## src/rtl/sdram_init_pkg.sv

```systemverilog
package sdram_init_pkg;

  // Command code as {cs_n, ras_n, cas_n, we_n}
  typedef enum logic [3:0] {
    CMD_MRS = 4'b0000,
    CMD_REF = 4'b0001,
    CMD_PRE = 4'b0010,
    CMD_NOP = 4'b0111
  } sdram_cmd_e;

  typedef enum logic [2:0] {
    ST_PRE  = 3'd0,
    ST_MRS  = 3'd1,
    ST_REF  = 3'd2,
    ST_DONE = 3'd3,
    ST_IDLE = 3'd4
  } step_e;

  typedef struct packed {
    logic [2:0] cas_lat;
    logic       wrap_il;
    logic [2:0] burst_len;
  } mode_fields_t;

  function automatic int max_int(input int a, input int b);
    return (a > b) ? a : b;
  endfunction

endpackage

```

## src/rtl/sdram_mode_word.sv

```systemverilog
module sdram_mode_word
  import sdram_init_pkg::*;
#(
  parameter int ADDR_W = 12
) (
  input  mode_fields_t      fields,
  output logic [ADDR_W-1:0] word
);

  // Burst length bits 2..0, wrap bit 3, CAS latency bits 6..4; rest zero.
  always_comb begin
    word      = '0;
    word[2:0] = fields.burst_len;
    word[3]   = fields.wrap_il;
    word[6:4] = fields.cas_lat;
  end

endmodule

```

## src/rtl/sdram_wait_timer.sv

```systemverilog
module sdram_wait_timer #(
  parameter int CNT_W   = 8,
  parameter int RST_VAL = 0
) (
  input  logic             clk,
  input  logic             rst_n,
  input  logic             load,
  input  logic [CNT_W-1:0] load_val,
  output logic             expired
);

  logic [CNT_W-1:0] cnt_q;

  assign expired = (cnt_q == '0);

  always_ff @(posedge clk or negedge rst_n) begin
    if (!rst_n) begin
      cnt_q <= CNT_W'(RST_VAL);
    end else if (load) begin
      cnt_q <= load_val;
    end else if (!expired) begin
      cnt_q <= cnt_q - 1'b1;
    end
  end

endmodule

```

## src/rtl/sdram_step_fsm.sv

```systemverilog
module sdram_step_fsm
  import sdram_init_pkg::*;
#(
  parameter int MRS_FIRST = 1,
  parameter int REFS      = 2,
  parameter int TRP_GAP   = 1,
  parameter int TMRD_GAP  = 2,
  parameter int TRC_GAP   = 1,
  parameter int CNT_W     = 8
) (
  input  logic             clk,
  input  logic             rst_n,
  input  logic             expired,
  output logic             load,
  output logic [CNT_W-1:0] load_val,
  output sdram_cmd_e       issue_cmd,
  output logic             done_set
);

  localparam int REF_W = $clog2(REFS + 1);
  localparam logic [CNT_W-1:0] TRP_LD  = CNT_W'(TRP_GAP - 1);
  localparam logic [CNT_W-1:0] TMRD_LD = CNT_W'(TMRD_GAP - 1);
  localparam logic [CNT_W-1:0] TRC_LD  = CNT_W'(TRC_GAP - 1);

  step_e            step_q, step_d;
  logic [REF_W-1:0] ref_left_q, ref_left_d;
  step_e            after_pre, after_mrs, after_refs;

  // Step order selected by parameter
  generate
    if (MRS_FIRST != 0) begin : g_mrs_first
      assign after_pre  = ST_MRS;
      assign after_mrs  = ST_REF;
      assign after_refs = ST_DONE;
    end else begin : g_ref_first
      assign after_pre  = ST_REF;
      assign after_mrs  = ST_DONE;
      assign after_refs = ST_MRS;
    end
  endgenerate

  always_comb begin
    step_d     = step_q;
    ref_left_d = ref_left_q;
    load       = 1'b0;
    load_val   = '0;
    issue_cmd  = CMD_NOP;
    done_set   = 1'b0;
    if (expired) begin
      unique case (step_q)
        ST_PRE: begin
          issue_cmd = CMD_PRE;
          load      = 1'b1;
          load_val  = TRP_LD;
          step_d    = after_pre;
        end
        ST_MRS: begin
          issue_cmd = CMD_MRS;
          load      = 1'b1;
          load_val  = TMRD_LD;
          step_d    = after_mrs;
        end
        ST_REF: begin
          issue_cmd = CMD_REF;
          load      = 1'b1;
          load_val  = TRC_LD;
          if (ref_left_q == REF_W'(1)) begin
            step_d     = after_refs;
            ref_left_d = REF_W'(REFS);
          end else begin
            ref_left_d = ref_left_q - 1'b1;
          end
        end
        ST_DONE: begin
          done_set = 1'b1;
          step_d   = ST_IDLE;
        end
        default: begin
          step_d = ST_IDLE;
        end
      endcase
    end
  end

  always_ff @(posedge clk or negedge rst_n) begin
    if (!rst_n) begin
      step_q     <= ST_PRE;
      ref_left_q <= REF_W'(REFS);
    end else begin
      step_q     <= step_d;
      ref_left_q <= ref_left_d;
    end
  end

endmodule

```

## src/rtl/sdram_pin_driver.sv

```systemverilog
module sdram_pin_driver
  import sdram_init_pkg::*;
#(
  parameter int ADDR_W = 12,
  parameter int BANK_W = 2
) (
  input  logic              clk,
  input  logic              rst_n,
  input  sdram_cmd_e        issue_cmd,
  input  logic [ADDR_W-1:0] mode_word,
  input  logic              done_set,
  output logic              sd_cs_n,
  output logic              sd_ras_n,
  output logic              sd_cas_n,
  output logic              sd_we_n,
  output logic              sd_cke,
  output logic              sd_dqm,
  output logic [ADDR_W-1:0] sd_addr,
  output logic [BANK_W-1:0] sd_bank,
  output logic              init_done
);

  localparam int ALL_BANKS_BIT = 10;

  sdram_cmd_e        cmd_q;
  logic [ADDR_W-1:0] addr_d;

  always_comb begin
    addr_d = '0;
    if (issue_cmd == CMD_PRE) begin
      addr_d[ALL_BANKS_BIT] = 1'b1;
    end else if (issue_cmd == CMD_MRS) begin
      addr_d = mode_word;
    end
  end

  always_ff @(posedge clk or negedge rst_n) begin
    if (!rst_n) begin
      cmd_q     <= CMD_NOP;
      sd_addr   <= '0;
      sd_bank   <= '0;
      sd_cke    <= 1'b1;
      sd_dqm    <= 1'b1;
      init_done <= 1'b0;
    end else begin
      cmd_q     <= issue_cmd;
      sd_addr   <= addr_d;
      sd_bank   <= '0;
      sd_cke    <= 1'b1;
      if (cmd_q == CMD_PRE) begin
        sd_dqm <= 1'b0;
      end
      init_done <= init_done | done_set;
    end
  end

  assign {sd_cs_n, sd_ras_n, sd_cas_n, sd_we_n} = cmd_q;

endmodule

```

## src/rtl/sdram_powerup_seq.sv

```systemverilog
module sdram_powerup_seq
  import sdram_init_pkg::*;
#(
  parameter int CLK_MHZ   = 100,
  parameter int PAUSE_US  = 100,
  parameter int TRP_CYC   = 3,
  parameter int TMRD_CYC  = 2,
  parameter int TRC_CYC   = 9,
  parameter int REF_COUNT = 8,
  parameter int MRS_FIRST = 1,
  parameter int ADDR_W    = 12,
  parameter int BANK_W    = 2
) (
  input  logic              clk,
  input  logic              rst_n,
  input  logic [2:0]        cfg_cas_lat,
  input  logic              cfg_wrap_il,
  input  logic [2:0]        cfg_burst_len,
  output logic              sd_cs_n,
  output logic              sd_ras_n,
  output logic              sd_cas_n,
  output logic              sd_we_n,
  output logic              sd_cke,
  output logic              sd_dqm,
  output logic [ADDR_W-1:0] sd_addr,
  output logic [BANK_W-1:0] sd_bank,
  output logic              init_done
);

  localparam int PAUSE_CYC = max_int(PAUSE_US * CLK_MHZ, 1);
  localparam int TRP_GAP   = max_int(TRP_CYC, 1);
  localparam int TMRD_GAP  = max_int(TMRD_CYC, 2);
  localparam int TRC_GAP   = max_int(TRC_CYC, 1);
  localparam int REFS      = max_int(REF_COUNT, 2);
  localparam int MAX_LD    = max_int(max_int(PAUSE_CYC, TRP_GAP),
                                     max_int(TMRD_GAP, TRC_GAP));
  localparam int CNT_W     = max_int($clog2(MAX_LD + 1), 1);

  mode_fields_t      fields;
  logic [ADDR_W-1:0] mode_word;
  logic              expired;
  logic              load;
  logic [CNT_W-1:0]  load_val;
  sdram_cmd_e        issue_cmd;
  logic              done_set;

  assign fields = '{cas_lat: cfg_cas_lat, wrap_il: cfg_wrap_il,
                    burst_len: cfg_burst_len};

  sdram_mode_word #(.ADDR_W(ADDR_W)) u_word (
    .fields (fields),
    .word   (mode_word)
  );

  sdram_wait_timer #(.CNT_W(CNT_W), .RST_VAL(PAUSE_CYC - 1)) u_timer (
    .clk      (clk),
    .rst_n    (rst_n),
    .load     (load),
    .load_val (load_val),
    .expired  (expired)
  );

  sdram_step_fsm #(
    .MRS_FIRST (MRS_FIRST),
    .REFS      (REFS),
    .TRP_GAP   (TRP_GAP),
    .TMRD_GAP  (TMRD_GAP),
    .TRC_GAP   (TRC_GAP),
    .CNT_W     (CNT_W)
  ) u_fsm (
    .clk       (clk),
    .rst_n     (rst_n),
    .expired   (expired),
    .load      (load),
    .load_val  (load_val),
    .issue_cmd (issue_cmd),
    .done_set  (done_set)
  );

  sdram_pin_driver #(.ADDR_W(ADDR_W), .BANK_W(BANK_W)) u_pins (
    .clk       (clk),
    .rst_n     (rst_n),
    .issue_cmd (issue_cmd),
    .mode_word (mode_word),
    .done_set  (done_set),
    .sd_cs_n   (sd_cs_n),
    .sd_ras_n  (sd_ras_n),
    .sd_cas_n  (sd_cas_n),
    .sd_we_n   (sd_we_n),
    .sd_cke    (sd_cke),
    .sd_dqm    (sd_dqm),
    .sd_addr   (sd_addr),
    .sd_bank   (sd_bank),
    .init_done (init_done)
  );

endmodule

```

## config.mk

```make
export PLATFORM = sky130hd
export DESIGN_NAME = sdram_powerup_seq
export DESIGN_NICKNAME = d
export VERILOG_FILES = /design/src/rtl/sdram_init_pkg.sv /design/src/rtl/sdram_mode_word.sv /design/src/rtl/sdram_wait_timer.sv /design/src/rtl/sdram_step_fsm.sv /design/src/rtl/sdram_pin_driver.sv /design/src/rtl/sdram_powerup_seq.sv
export SDC_FILE = /design/constraint.sdc
export NUM_CORES = 1
export LEC_CHECK = 0
export ABC_AREA = 0
export BUFFER_PORTS_ARGS = -buffer_cell sky130_fd_sc_hd__buf_2
export CORE_MARGIN = 10
export CORE_UTILIZATION = 57
export DETAILED_ROUTE_END_ITERATION = 8
export PLACE_DENSITY = 0.9
export SLEW_MARGIN = 20
export SYNTH_ARGS = -nofsm -noshare
export SYNTH_HDL_FRONTEND = slang
export SYNTH_HIERARCHICAL = 1
export SYNTH_SLANG_ARGS = --single-unit
```

## constraint.sdc

```tcl
create_clock -name clk -period 3.3 [get_ports clk]
set_input_delay 0.825 -clock clk [delete_from_list [all_inputs] [get_ports clk]]
set_output_delay 0.825 -clock clk [all_outputs]
set_load 0.01 [all_outputs]
```

# Word level (Yosys, flattened, before mapping)
# Cells that the tools add are included.
# word_totals
reg_bits	38
word_cells	40
out_inout_bits	21
# classes
n_addsub	2
bitwise_logic	1
n_eq_ne	8
reduce_logical	6
muxes	16
# ops
op	n
two-way mux 14 bit	3
one-hot mux 3 bit (3 select lines)	2
zero test 14 bit	1
two-way mux 7 bit	2
subtractor 14 x 1 -> 14 bit, second input constant	1
one-hot mux 4 bit (3 select lines)	1
equality test 4 x 2 -> 1 bit, second input constant	2
two-way mux 4 bit	2
equality test 3 x 2 -> 1 bit, second input constant	2
two-way mux 1 bit	5
equality test 4 x 1 -> 1 bit, second input constant	1
zero test 4 bit	1
!= test 2 x 1 -> 1 bit, second input constant	2
AND reduction 2 bit	2
subtractor 4 x 1 -> 4 bit, second input constant	1
equality test 3 x 1 -> 1 bit, second input constant	1
zero test 3 bit	1
two-way mux 3 bit	1
OR reduction 3 bit	1
bitwise OR 1 bit	1

# Longest topological paths before layout
# Gate-level depths: netlist of the first run.
# depth
word_depth	6
mapped_depth	11

# By module
# The synthesis of the first run kept the hierarchy.
# modules_own_cells
module	area_each_um2	instances	cells_per_inst	seq_area_each_um2
sdram_wait_timer	822.0	1	83	360.3
sdram_pin_driver	605.6	1	41	455.4
sdram_step_fsm	533.0	1	59	176.4
sdram_mode_word	93.8	1	13	0.0

# Worst setup path after synthesis of the first run
# No wires, ideal clock.
# synth_timing
path_kind	register to register
from	reg u_timer.cnt_q[0]
to	reg u_timer.cnt_q[5]
n_path_buf	1
setup_time_ns	0.126
arrival_ns	2.305
path_slack_ns	0.869
path_stages_with_launch	12
synth_period_minus_slack_ns	2.431
cell_sequence	dfstp_2 inv_1 ha_1 nor3b_4 nand4_2 inv_1 nand2b_1 a21oi_1 clkbuf_1 inv_1 nand2_1 o21ai_1
# synth_between
elab_chain_cells	3
word_cells_on_any_way	6
classes_between	add/sub: 1; eq/ne: 1; mux: 3; reduce/logical: 1
# synth_rtl
element	line_no	text
from (decl)	sdram_wait_timer.sv:12	logic [CNT_W-1:0] cnt_q;
from (signal assigned)	sdram_wait_timer.sv:18	cnt_q <= CNT_W'(RST_VAL);
from (signal assigned)	sdram_wait_timer.sv:20	cnt_q <= load_val;
from (signal assigned)	sdram_wait_timer.sv:22	cnt_q <= cnt_q - 1'b1;
zero test 14 bit *	sdram_wait_timer.sv:14	assign expired = (cnt_q == '0);
net expired	sdram_powerup_seq.sv:41	logic expired;
two-way mux 1 bit *	sdram_step_fsm.sv:49	if (expired) begin
net load	sdram_powerup_seq.sv:42	logic load;
!= test 2 x 1 -> 1 bit (no line) or two-way mux 14 bit (tied branches)	-	
# Mark *: on every way through the listed nets, which the timed path passes. The rest lies on a longest branch. The select of a mux whose other input is x is not followed.
# A chain may end at the register's enable or synchronous reset.

# Worst setup path in the final report of the first run
# layout_timing
from	reg u_timer.cnt_q[0]
to	reg u_pins.sd_addr[6]
# layout_between
elab_chain_cells	5
word_cells_on_any_way	6
classes_between	eq/ne: 1; mux: 3; reduce/logical: 2
# layout_rtl
element	line_no	text
zero test 14 bit *	sdram_wait_timer.sv:14	
net expired	sdram_powerup_seq.sv:41	
two-way mux 4 bit *	sdram_step_fsm.sv:49	
net issue_cmd[2]	sdram_powerup_seq.sv:44	sdram_cmd_e issue_cmd;
zero test 4 bit	sdram_pin_driver.sv:32	end else if (issue_cmd == CMD_MRS) begin
two-way mux 7 bit	sdram_pin_driver.sv:32	
two-way mux 7 bit *	sdram_pin_driver.sv:30	if (issue_cmd == CMD_PRE) begin
net u_pins.addr_d[6]	sdram_pin_driver.sv:26	logic [ADDR_W-1:0] addr_d;
to (signal assigned)	sdram_pin_driver.sv:47	sd_addr <= addr_d;
to (decl)	sdram_pin_driver.sv:18	output logic [ADDR_W-1:0] sd_addr,
# Mark *: on every way through the listed nets, which the timed path passes. The rest lies on a longest branch.

==> results of run 1 <==
[worst max path at each step]
stage / slack, ns / start / endpoint / depth (start not counted)
3_3_place_gp: 0.79 / u_timer/cnt_q[0]$_DFFE_PN1P_ / u_pins/sd_addr[0]$_DFF_PN0_ / 12
6_report: 0.58 / u_timer/cnt_q[0]$_DFFE_PN1P_ / u_pins/sd_addr[6]$_DFF_PN0_ / 12
2_1_floorplan: 0.87 / u_timer/cnt_q[0]$_DFFE_PN1P_ / u_timer/cnt_q[5]$_DFFE_PN0P_ / 11
3_5_place_dp: 0.59 / u_timer/cnt_q[0]$_DFFE_PN1P_ / u_pins/sd_addr[6]$_DFF_PN0_ / 12
5_1_grt: 0.29 / u_timer/cnt_q[0]$_DFFE_PN1P_ / u_pins/sd_addr[6]$_DFF_PN0_ / 12
4_1_cts: 0.57 / u_timer/cnt_q[0]$_DFFE_PN1P_ / u_pins/sd_addr[6]$_DFF_PN0_ / 12
[cell usage after synthesis (2+ instances only)]
| master | count |
|---|---|
| nor3_1 | 2 |
| inv_1 | 9 |
| conb_1 | 4 |
| mux2i_1 | 2 |
| nand3_1 | 2 |
| dfstp_2 | 13 |
| and2_1 | 11 |
| dfrtp_1 | 26 |
| nor2b_1 | 2 |
| xor2_1 | 8 |
| clkbuf_1 | 2 |
| nor2_1 | 10 |
| buf_4 | 29 |
| o21ai_1 | 8 |
| xnor2_1 | 4 |
| nand4b_1 | 2 |
| ha_1 | 3 |
| a21oi_1 | 2 |
| nor4_2 | 2 |
| a31o_2 | 2 |
| nand2b_1 | 4 |
| o21ai_0 | 5 |
| o31ai_1 | 3 |
| nand2_1 | 19 |
[per-stage QoR]
step / std cells / hold slack [ns] / utilization / power [W] / area, um2
final: 263 / 0.4673 / 0.6385 / 0.0008343 / 2181
after global routing: 263 / 0.4918 / 0.6385 / 0.0008714 / 2181
after CTS: 263 / 0.4698 / 0.6385 / 0.0008446 / 2181
after detailed placement: 255 / 0.4487 / 0.6132 / 0.0005090 / 2095
after global placement: 255 / 0.4475 / 0.6132 / 0.0005085 / 2095
after floorplan: 212 / 0.4537 / - / 0.0005175 / 2115
[worst max-delay path: cells and delay by family (launching register included)]
kind	cells	cell delay (ns)
AOI/OAI and AO/OA	1	0.20
buffers and inverters	5	0.86
and+or+nand+nor	5	1.03
DFF	1	0.41
adders and majority gates	1	0.17
[sequential cells by signal, indices dropped and copies added (netlist names)]
name	cells
u_fsm/ref_left_q	4
u_fsm/step_q	3
u_pins/cmd_q	4
u_pins/init_done	1
u_pins/sd_addr	12
u_pins/sd_dqm	1
u_timer/cnt_q	14
[where the power goes]
group | internal, W | leakage, nW | switching [W]
Combinational | 0.00000450 | 0.530 | 0.0000147
Sequential | 0.000480 | 0.481 | 0.000000778
Clock | 0.000179 | 0.0482 | 0.000155
Total | 0.000664 | 1.06 | 0.000171
[kinds of logic (layout without fill, tap and decap cells)]
family	Yosys count	count (layout)	synth area share
DFF	39	39	0.4829
other	4	20	0.007306
adders and majority gates	3	3	0.01827
xor gates and xnor gates	12	12	0.05116
muxes	2	2	0.009745
AOI/OAI and AO/OA	28	28	0.09136
and+or+nand+nor	66	66	0.2089
buffers and inverters	42	47	0.1303
[per-layer routing]
| layer | share of wire | wire length [um] |
|---|---|---|
| met1 | 0.40 | 1355 |
| met2 | 0.53 | 1803 |
| met3 | 0.047 | 160 |
| met4 | 0.018 | 62 |
| met5 | 0 | 0 |
[layout make-up]
cell class                      count  share of cell area
Clock inverter                      2             0.01606
Clock buffer                        6             0.02352
Tap cell                           46             0.02639
Timing Repair Buffer               29             0.06999
Sequential cell                    39              0.4550
Multi-Input combinational cell    131              0.3919
Inverter                           10             0.01721
==> summary.md, run 1 <==
| Metric | Value |
|---|---|
| Outcome | `finished, final reports clean` |
| Root buffer cell | `clkbuf_4` |
| Die Y | `80.04 um` |
| Leakage | `1.060 nW` |
| RD Place Congestion | `0.7999` |
| Most used cell, CP | `inv_1` |
| Hold EP | `u_pins/sd_dqm$_DFFE_PN1N_` |
| Commonest cells after routing, fill and taps aside | `buf_2 (26), dfrtp_1 (26), conb_1 (20)` |
| Crit path required time | `3.59 ns` |
| Met2 usage | `0.2063` |
| Gr usage total | `0.1208` |
| Vias in the first global route | `1345` |
| Post-synth top flop | `dfrtp_1` |
| Largest net degree at the start of global routing | `40` |
| I/O pins | `30` |
| FP Rows | `21` |
| Grt peak-use layer | `met2` |
| Clk buf depth | `2` |
| Worst setup path category | `register to register` |
| CTS tree | `done` |
| Met1 usage | `0.1248` |
| Critical path peak fanout | `11` |
| Max-cap violations | `0` |
| DRT antenna net count | `0` |
| DIE WIDTH | `80.04 um` |
| 1st-iter DRT viols | `46` |
| Dpl ws | `0.5851 ns` |
| Ratio of cells with drive above 1 in the final layout | `0.2857` |
| Port Buffers | `26` |
| Worst R2R Path Depth | `12` |
| Clk_lat worst skew | `0.35 ns` |
| Slowest cell delay on critical path | `0.41 ns` |
| Yosys warns | `6` |
| RSZ-0062 raised after global routing | `no` |
| Core ar. | `3416 um2` |
| Clock transition at path regs | `0.11 ns` |
| Resize count post-CTS | `0` |
| Final cycle utilization of the critical path | `0.8255` |
| Startpoint types | `register` |
| Arrival @ worst endpoint | `3.02 ns` |
| Fmax achieved | `367.1 MHz` |
| Cell Area, Synth | `2054 um2` |
| Hold_sp | `u_pins/sd_dqm$_DFFE_PN1N_` |
| Area occupied by multi-input gates | `854.6 um2` |
| Die area | `6406 um2` |
| # hold bufs at CTS | `0` |
| Met3 Usage GRT | `0.05293` |
| DRC Markers | `0` |
| Clock Sinks | `39` |
| Cell taking the most area after synthesis | `dfrtp_1` |
| Filler cells | `287` |
| Area grow syn2layout | `6.151%` |
| Final setup vio count | `0` |
| R2R Setup Slk | `0.58 ns` |
| Ys async rst share | `1.000` |
| Storage element area | `992.2 um2` |
| Hold path cells | `1` |
| Final #Nets | `228` |
| Post-Synthesis Cells | `196` |
| Synth Register Bits | `39` |
| Cells along the critical path | `inv_1 > ha_1 > nor3b_4 > nand4_2 > inv_1 > nand2b_1 > a21oi_1 > buf_4 > inv_1 > nor4_2 > buf_4 > and2_1` |
| Post-CTS setup buffers | `0` |
| Worst min path class | `register to register` |
| Post-DR vias/cell | `4.932` |
| Post-Route Setup TNS | `0 ns` |
| Seq/Total Area, Yosys | `0.4829` |
| Pins over their slew limit | `0` |
| Final Hold Viols | `0` |
| Final Critical Period | `2.724 ns` |
| Worst Tran Pin Value | `0.8358 ns` |
| Antenna violations before repair | `0` |
| Detailed Route WL | `3381 um` |
| VDD IR max | `0.3113 mV` |
| Setup ws final | `0.5757 ns` |
| Worst Setup End Kind | `register` |
| Rel. slew slack | `0.4428` |
| Remaining Overflow, GRT | `0` |
| Pwr Density | `382.6 nW/um2` |
| Synth top area share | `0.3167` |
| TritonRoute pass-1 iters | `4` |
| Dpl hpwl | `2553 um` |
| RR Endpoint | `u_pins/sd_addr[6]$_DFF_PN0_` |
| Total number of vias | `1297` |
| Number of diodes | `0` |
| Worst r2r src | `u_timer/cnt_q[0]$_DFFE_PN1P_` |
| Distinct cells, synth | `46` |
| First-pass GRT wire length | `5934 um` |
| CTS H-tree lvls | `2` |
| Synth top area cells | `dfrtp_1 (32%), dfstp_2 (17%), buf_4 (11%)` |
| Synthesized area per cell | `10.48 um2` |
| Critical-path top delay cell | `dfstp_2` |
| Clock Skew | `0.008496 ns` |
| EDFF count, synth | `0` |
| Initial Util | `0.6015` |
| Total CTS buffers | `5` |
| WL/cell | `12.86 um` |
Power figures use the tool's default switching activity.
==> run 2, diff against run 1 <==
ABC_AREA = 1   (was 0)
CORE_UTILIZATION = 52   (was 57)
PLACE_DENSITY = 0.86   (was 0.9)
clock period = 2.23 ns   (was 3.3 ns; I/O delays follow)
==> run 2 against run 1 <==
Compared with the run above: synthesized area is 11% higher; sequential power is 48% higher; clock skew is 0.0027 ns lower; first-iteration DRC count is 74% higher; via count is 35% higher; largest cell class is now multi-input combinational cells; critical path type unchanged.
==> summary.md, run 2 <==
| Metric | Value |
|---|---|
| Max-cap violations | `0 (unchanged)` |
| Vias in the first global route | `1827 (was 1345)` |
| Distinct cells, synth | `35 (was 46)` |
| Synth Register Bits | `39 (unchanged)` |
| Initial Util | `0.5329 (was 0.6015)` |
| Area grow syn2layout | `9.459% (was 6.151%)` |
| Setup ws final | `0.1900 ns (was 0.5757 ns)` |
| Core ar. | `4294 um2 (was 3416 um2)` |
| Clock transition at path regs | `0.08 ns (was 0.11 ns)` |
| Pins over their slew limit | `0 (unchanged)` |
| Post-Synthesis Cells | `288 (was 196)` |
| Startpoint types | `register (unchanged)` |
| Worst Tran Pin Value | `0.5330 ns (was 0.8358 ns)` |
| Most used cell, CP | `inv_2 (was inv_1)` |
| Clock Sinks | `39 (unchanged)` |
| FP Rows | `24 (was 21)` |
| Outcome | `finished, final reports clean (unchanged)` |
| Cell Area, Synth | `2288 um2 (was 2054 um2)` |
| Die area | `7455 um2 (was 6406 um2)` |
| Top flop regs | `u_timer/cnt_q x14, u_pins/sd_addr x12 (unchanged)` |
| Total number of vias | `1753 (was 1297)` |
| CP bufs+invs | `4 (was 5)` |
| Worst Setup End Kind | `register (unchanged)` |
| R2R Setup Slk | `0.19 ns (was 0.58 ns)` |
| RR Endpoint | `u_timer/cnt_q[11]$_DFFE_PN0P_ (was u_pins/sd_addr[6]$_DFF_PN0_)` |
| Final setup vio count | `0 (unchanged)` |
| Clk buf depth | `2 (unchanged)` |
| Cell taking the most area after synthesis | `dfrtp_1 (unchanged)` |
| Post-synth top flop | `dfrtp_1 (unchanged)` |
| Final Critical Period | `2.040 ns (was 2.724 ns)` |
| Overall power consumption | `0.001214 W (was 0.0008343 W)` |
| Slowest cell delay on critical path | `0.38 ns (was 0.41 ns)` |
| Clock Skew | `0.005749 ns (was 0.008496 ns)` |
| Post-DR vias/cell | `4.764 (was 4.932)` |
| VDD IR max | `0.4298 mV (was 0.3113 mV)` |
| Synth top area share | `0.2843 (was 0.3167)` |
| Cells along the critical path | `inv_2 > ha_4 > nand2_4 > nor2_4 > nand4_1 > nor3_4 > inv_2 > nor2_2 > nand2_2 > inv_2 > inv_4 > or2_2 > nand2_1 > nor2_1 (was inv_1 > ha_1 > nor3b_4 > nand4_2 > inv_1 > nand2b_1 > a21oi_1 > buf_4 > inv_1 > nor4_2 > buf_4 > and2_1)` |
| Remaining Overflow, GRT | `0 (unchanged)` |
| Critical-path top delay cell | `dfstp_2 (unchanged)` |
| Top reg by flops | `u_timer/cnt_q (unchanged)` |
| Final Hold Viols | `0 (unchanged)` |
| Ys async rst share | `1.000 (unchanged)` |
| Cell with the most instances after synthesis | `nand2_1 (was buf_4)` |
| Rel. slew slack | `0.6446 (was 0.4428)` |
| Post-synth top cells | `nand2_1 (61), nor2_1 (38), inv_1 (35) (was buf_4 (29), dfrtp_1 (26), nand2_1 (19))` |
| Ratio of cells with drive above 1 in the final layout | `0.2975 (was 0.2857)` |
| Most common cell after layout, fill and taps aside | `nand2_1` |
| Worst min path class | `primary input to async pin (was register to register)` |
| Worst R2R Path Depth | `14 (was 12)` |
| EDFF count, synth | `0 (unchanged)` |
| Fmax achieved | `490.2 MHz (was 367.1 MHz)` |
| Synth top area cells | `dfrtp_1 (28%), dfstp_2 (15%), nand2_1 (10%) (was dfrtp_1 (32%), dfstp_2 (17%), buf_4 (11%))` |
| CTS tree | `done (unchanged)` |
| Commonest cells after routing, fill and taps aside | `nand2_1 (59), nor2_1 (37), inv_1 (32) (was buf_2 (26), dfrtp_1 (26), conb_1 (20))` |
| Crit path required time | `2.42 ns (was 3.59 ns)` |
| Critical path peak fanout | `19 (was 11)` |
| Port Buffers | `26 (unchanged)` |
| Number of diodes | `0 (unchanged)` |
| Max reg flops | `14 (unchanged)` |
| I/O pins | `30 (unchanged)` |
| Antenna violations before repair | `0 (unchanged)` |
| Worst r2r src | `u_timer/cnt_q[0]$_DFFE_PN1P_ (unchanged)` |
| Largest net degree at the start of global routing | `26 (was 40)` |
| Filler cells | `374 (was 287)` |
| Root buffer cell | `clkbuf_8 (was clkbuf_4)` |
| First-pass GRT wire length | `7631 um (was 5934 um)` |
| Worst setup path category | `register to register (unchanged)` |
| Seq/Total Area, Yosys | `0.4336 (was 0.4829)` |
| DIE WIDTH | `86.34 um (was 80.04 um)` |
| Yosys warns | `6 (unchanged)` |
| Arrival @ worst endpoint | `2.23 ns (was 3.02 ns)` |
| Die Y | `86.34 um (was 80.04 um)` |
| Final #Nets | `327 (was 228)` |
| RD Place Congestion | `0.8955 (was 0.7999)` |
| RSZ-0062 raised after global routing | `no (unchanged)` |
| Gr usage total | `0.1237 (was 0.1208)` |
| DRT antenna net count | `0 (unchanged)` |
| Final Non-Filler Cells | `368 (was 263)` |
| Total CTS buffers | `5 (unchanged)` |
| DRC Markers | `0 (unchanged)` |
| Detailed Route WL | `4485 um (was 3381 um)` |
| Synthesized area per cell | `7.946 um2 (was 10.48 um2)` |
| Clk_lat worst skew | `0.29 ns (was 0.35 ns)` |
| Final cycle utilization of the critical path | `0.9148 (was 0.8255)` |
| Dpl hpwl | `3450 um (was 2553 um)` |
| Final hold slack | `0.2435 ns (was 0.4673 ns)` |
| CTS H-tree lvls | `2 (unchanged)` |
| Storage element area | `992.2 um2 (unchanged)` |
| 1st-iter DRT viols | `80 (was 46)` |
| CP delay by family, top | `simple AND/OR/NAND/NOR gates (unchanged)` |
| TritonRoute pass-1 iters | `4 (unchanged)` |
| Leakage | `1.310 nW (was 1.060 nW)` |
| Dpl ws | `-0.001845 ns (was 0.5851 ns)` |
| WL/cell | `12.19 um (was 12.86 um)` |
| Area occupied by multi-input gates | `1008 um2 (was 854.6 um2)` |
| Dpl cells | `359 (was 255)` |
| Pwr Density | `484.7 nW/um2 (was 382.6 nW/um2)` |
==> run 2: cell types whose count changed in the layout (fill, tap and decap cells not counted), moves of 5 or more <==
| cell | before | now |
|---|---|---|
| nand2_1 | 19 | 59 |
| nor2_1 | 10 | 37 |
| inv_1 | 9 | 32 |
| nand3_1 | 2 | 21 |
| and2_1 | 11 | 0 |
| xor2_1 | 8 | 1 |
| nor2_2 | 0 | 6 |
| buf_4 | 3 | 8 |
| clkbuf_4 | 5 | 0 |
| nand2_2 | 0 | 5 |
| o21ai_1 | 8 | 3 |
==> run 2: how the worst max path moves through the flow <==
stage                                  from  depth (start not counted)                            end  slack, ns
2_1_floorplan  u_timer/cnt_q[0]$_DFFE_PN1P_                         14   u_timer/cnt_q[4]$_DFFE_PN0P_       0.03
4_1_cts        u_timer/cnt_q[0]$_DFFE_PN1P_                         14  u_timer/cnt_q[11]$_DFFE_PN0P_       0.02
3_5_place_dp   u_timer/cnt_q[0]$_DFFE_PN1P_                         14  u_timer/cnt_q[11]$_DFFE_PN0P_     -0.002
3_3_place_gp   u_timer/cnt_q[0]$_DFFE_PN1P_                         14  u_timer/cnt_q[11]$_DFFE_PN0P_       0.10
6_report       u_timer/cnt_q[0]$_DFFE_PN1P_                         14  u_timer/cnt_q[11]$_DFFE_PN0P_       0.19
5_1_grt        u_timer/cnt_q[0]$_DFFE_PN1P_                         14  u_timer/cnt_q[11]$_DFFE_PN0P_      0.003
==> run 2: layout make-up <==
cell class | instances | area share
Sequential cell | 39 | 0.3961
Timing Repair Buffer | 34 | 0.07592
Clock inverter | 2 | 0.004995
Multi-Input combinational cell | 194 | 0.4026
Inverter | 41 | 0.06543
Clock buffer | 6 | 0.02897
Tap cell | 52 | 0.02597
==> run 2: cell families (layout without fill, tap and decap cells) <==
family                   count (synthesis)  count (layout)  share of synthesized area
AO/OA/AOI/OAI                           20              20                    0.05140
XOR/XNOR                                 2               2                   0.007656
adder cells (fa/ha/maj)                  3               3                    0.01640
buffers and inverters                   71              83                     0.1678
flip-flops                              39              39                     0.4336
other                                    4              20                   0.006559
AND/OR/NAND/NOR                        149             149                     0.3166
==> run 2: where the power goes <==
part	leakage [nW]	switching, W	total, W	internal [W]
sequential	0.484	0.00000224	0.000712	0.000710
combinational	0.785	0.0000271	0.0000377	0.0000106
clock	0.0412	0.000246	0.000464	0.000219
total	1.31	0.000275	0.00121	0.000939
==> run 2: metal layers <==
| layer | vias to the layer above | global-route usage | wire, um |
|---|---|---|---|
| li1 | 882 | - | - |
| met1 | 833 | 0.1333 | 1866 |
| met2 | 33 | 0.2221 | 2355 |
| met3 | 5 | 0.03846 | 214 |
| met4 | 0 | 0.04271 | 48 |
| met5 | - | 0 | 0 |
==> run 2: what timing repair did <==
item,in CTS,in global routing
endpoints found under the setup margin,1,20
hold buffers,0,0
setup buffers,0,1
resized for setup,1,4
endpoints found under the hold margin,0,0
pin swaps,0,2
==> run 2: per-stage QoR <==
step	instance area [um2]	util	setup TNS, ns
after detailed placement	2402	0.5594	-0.001845
after floorplan	2379	-	0
final	2505	0.5833	0
after global routing	2505	0.5833	0
after global placement	2402	0.5594	0
after CTS	2490	0.5798	0
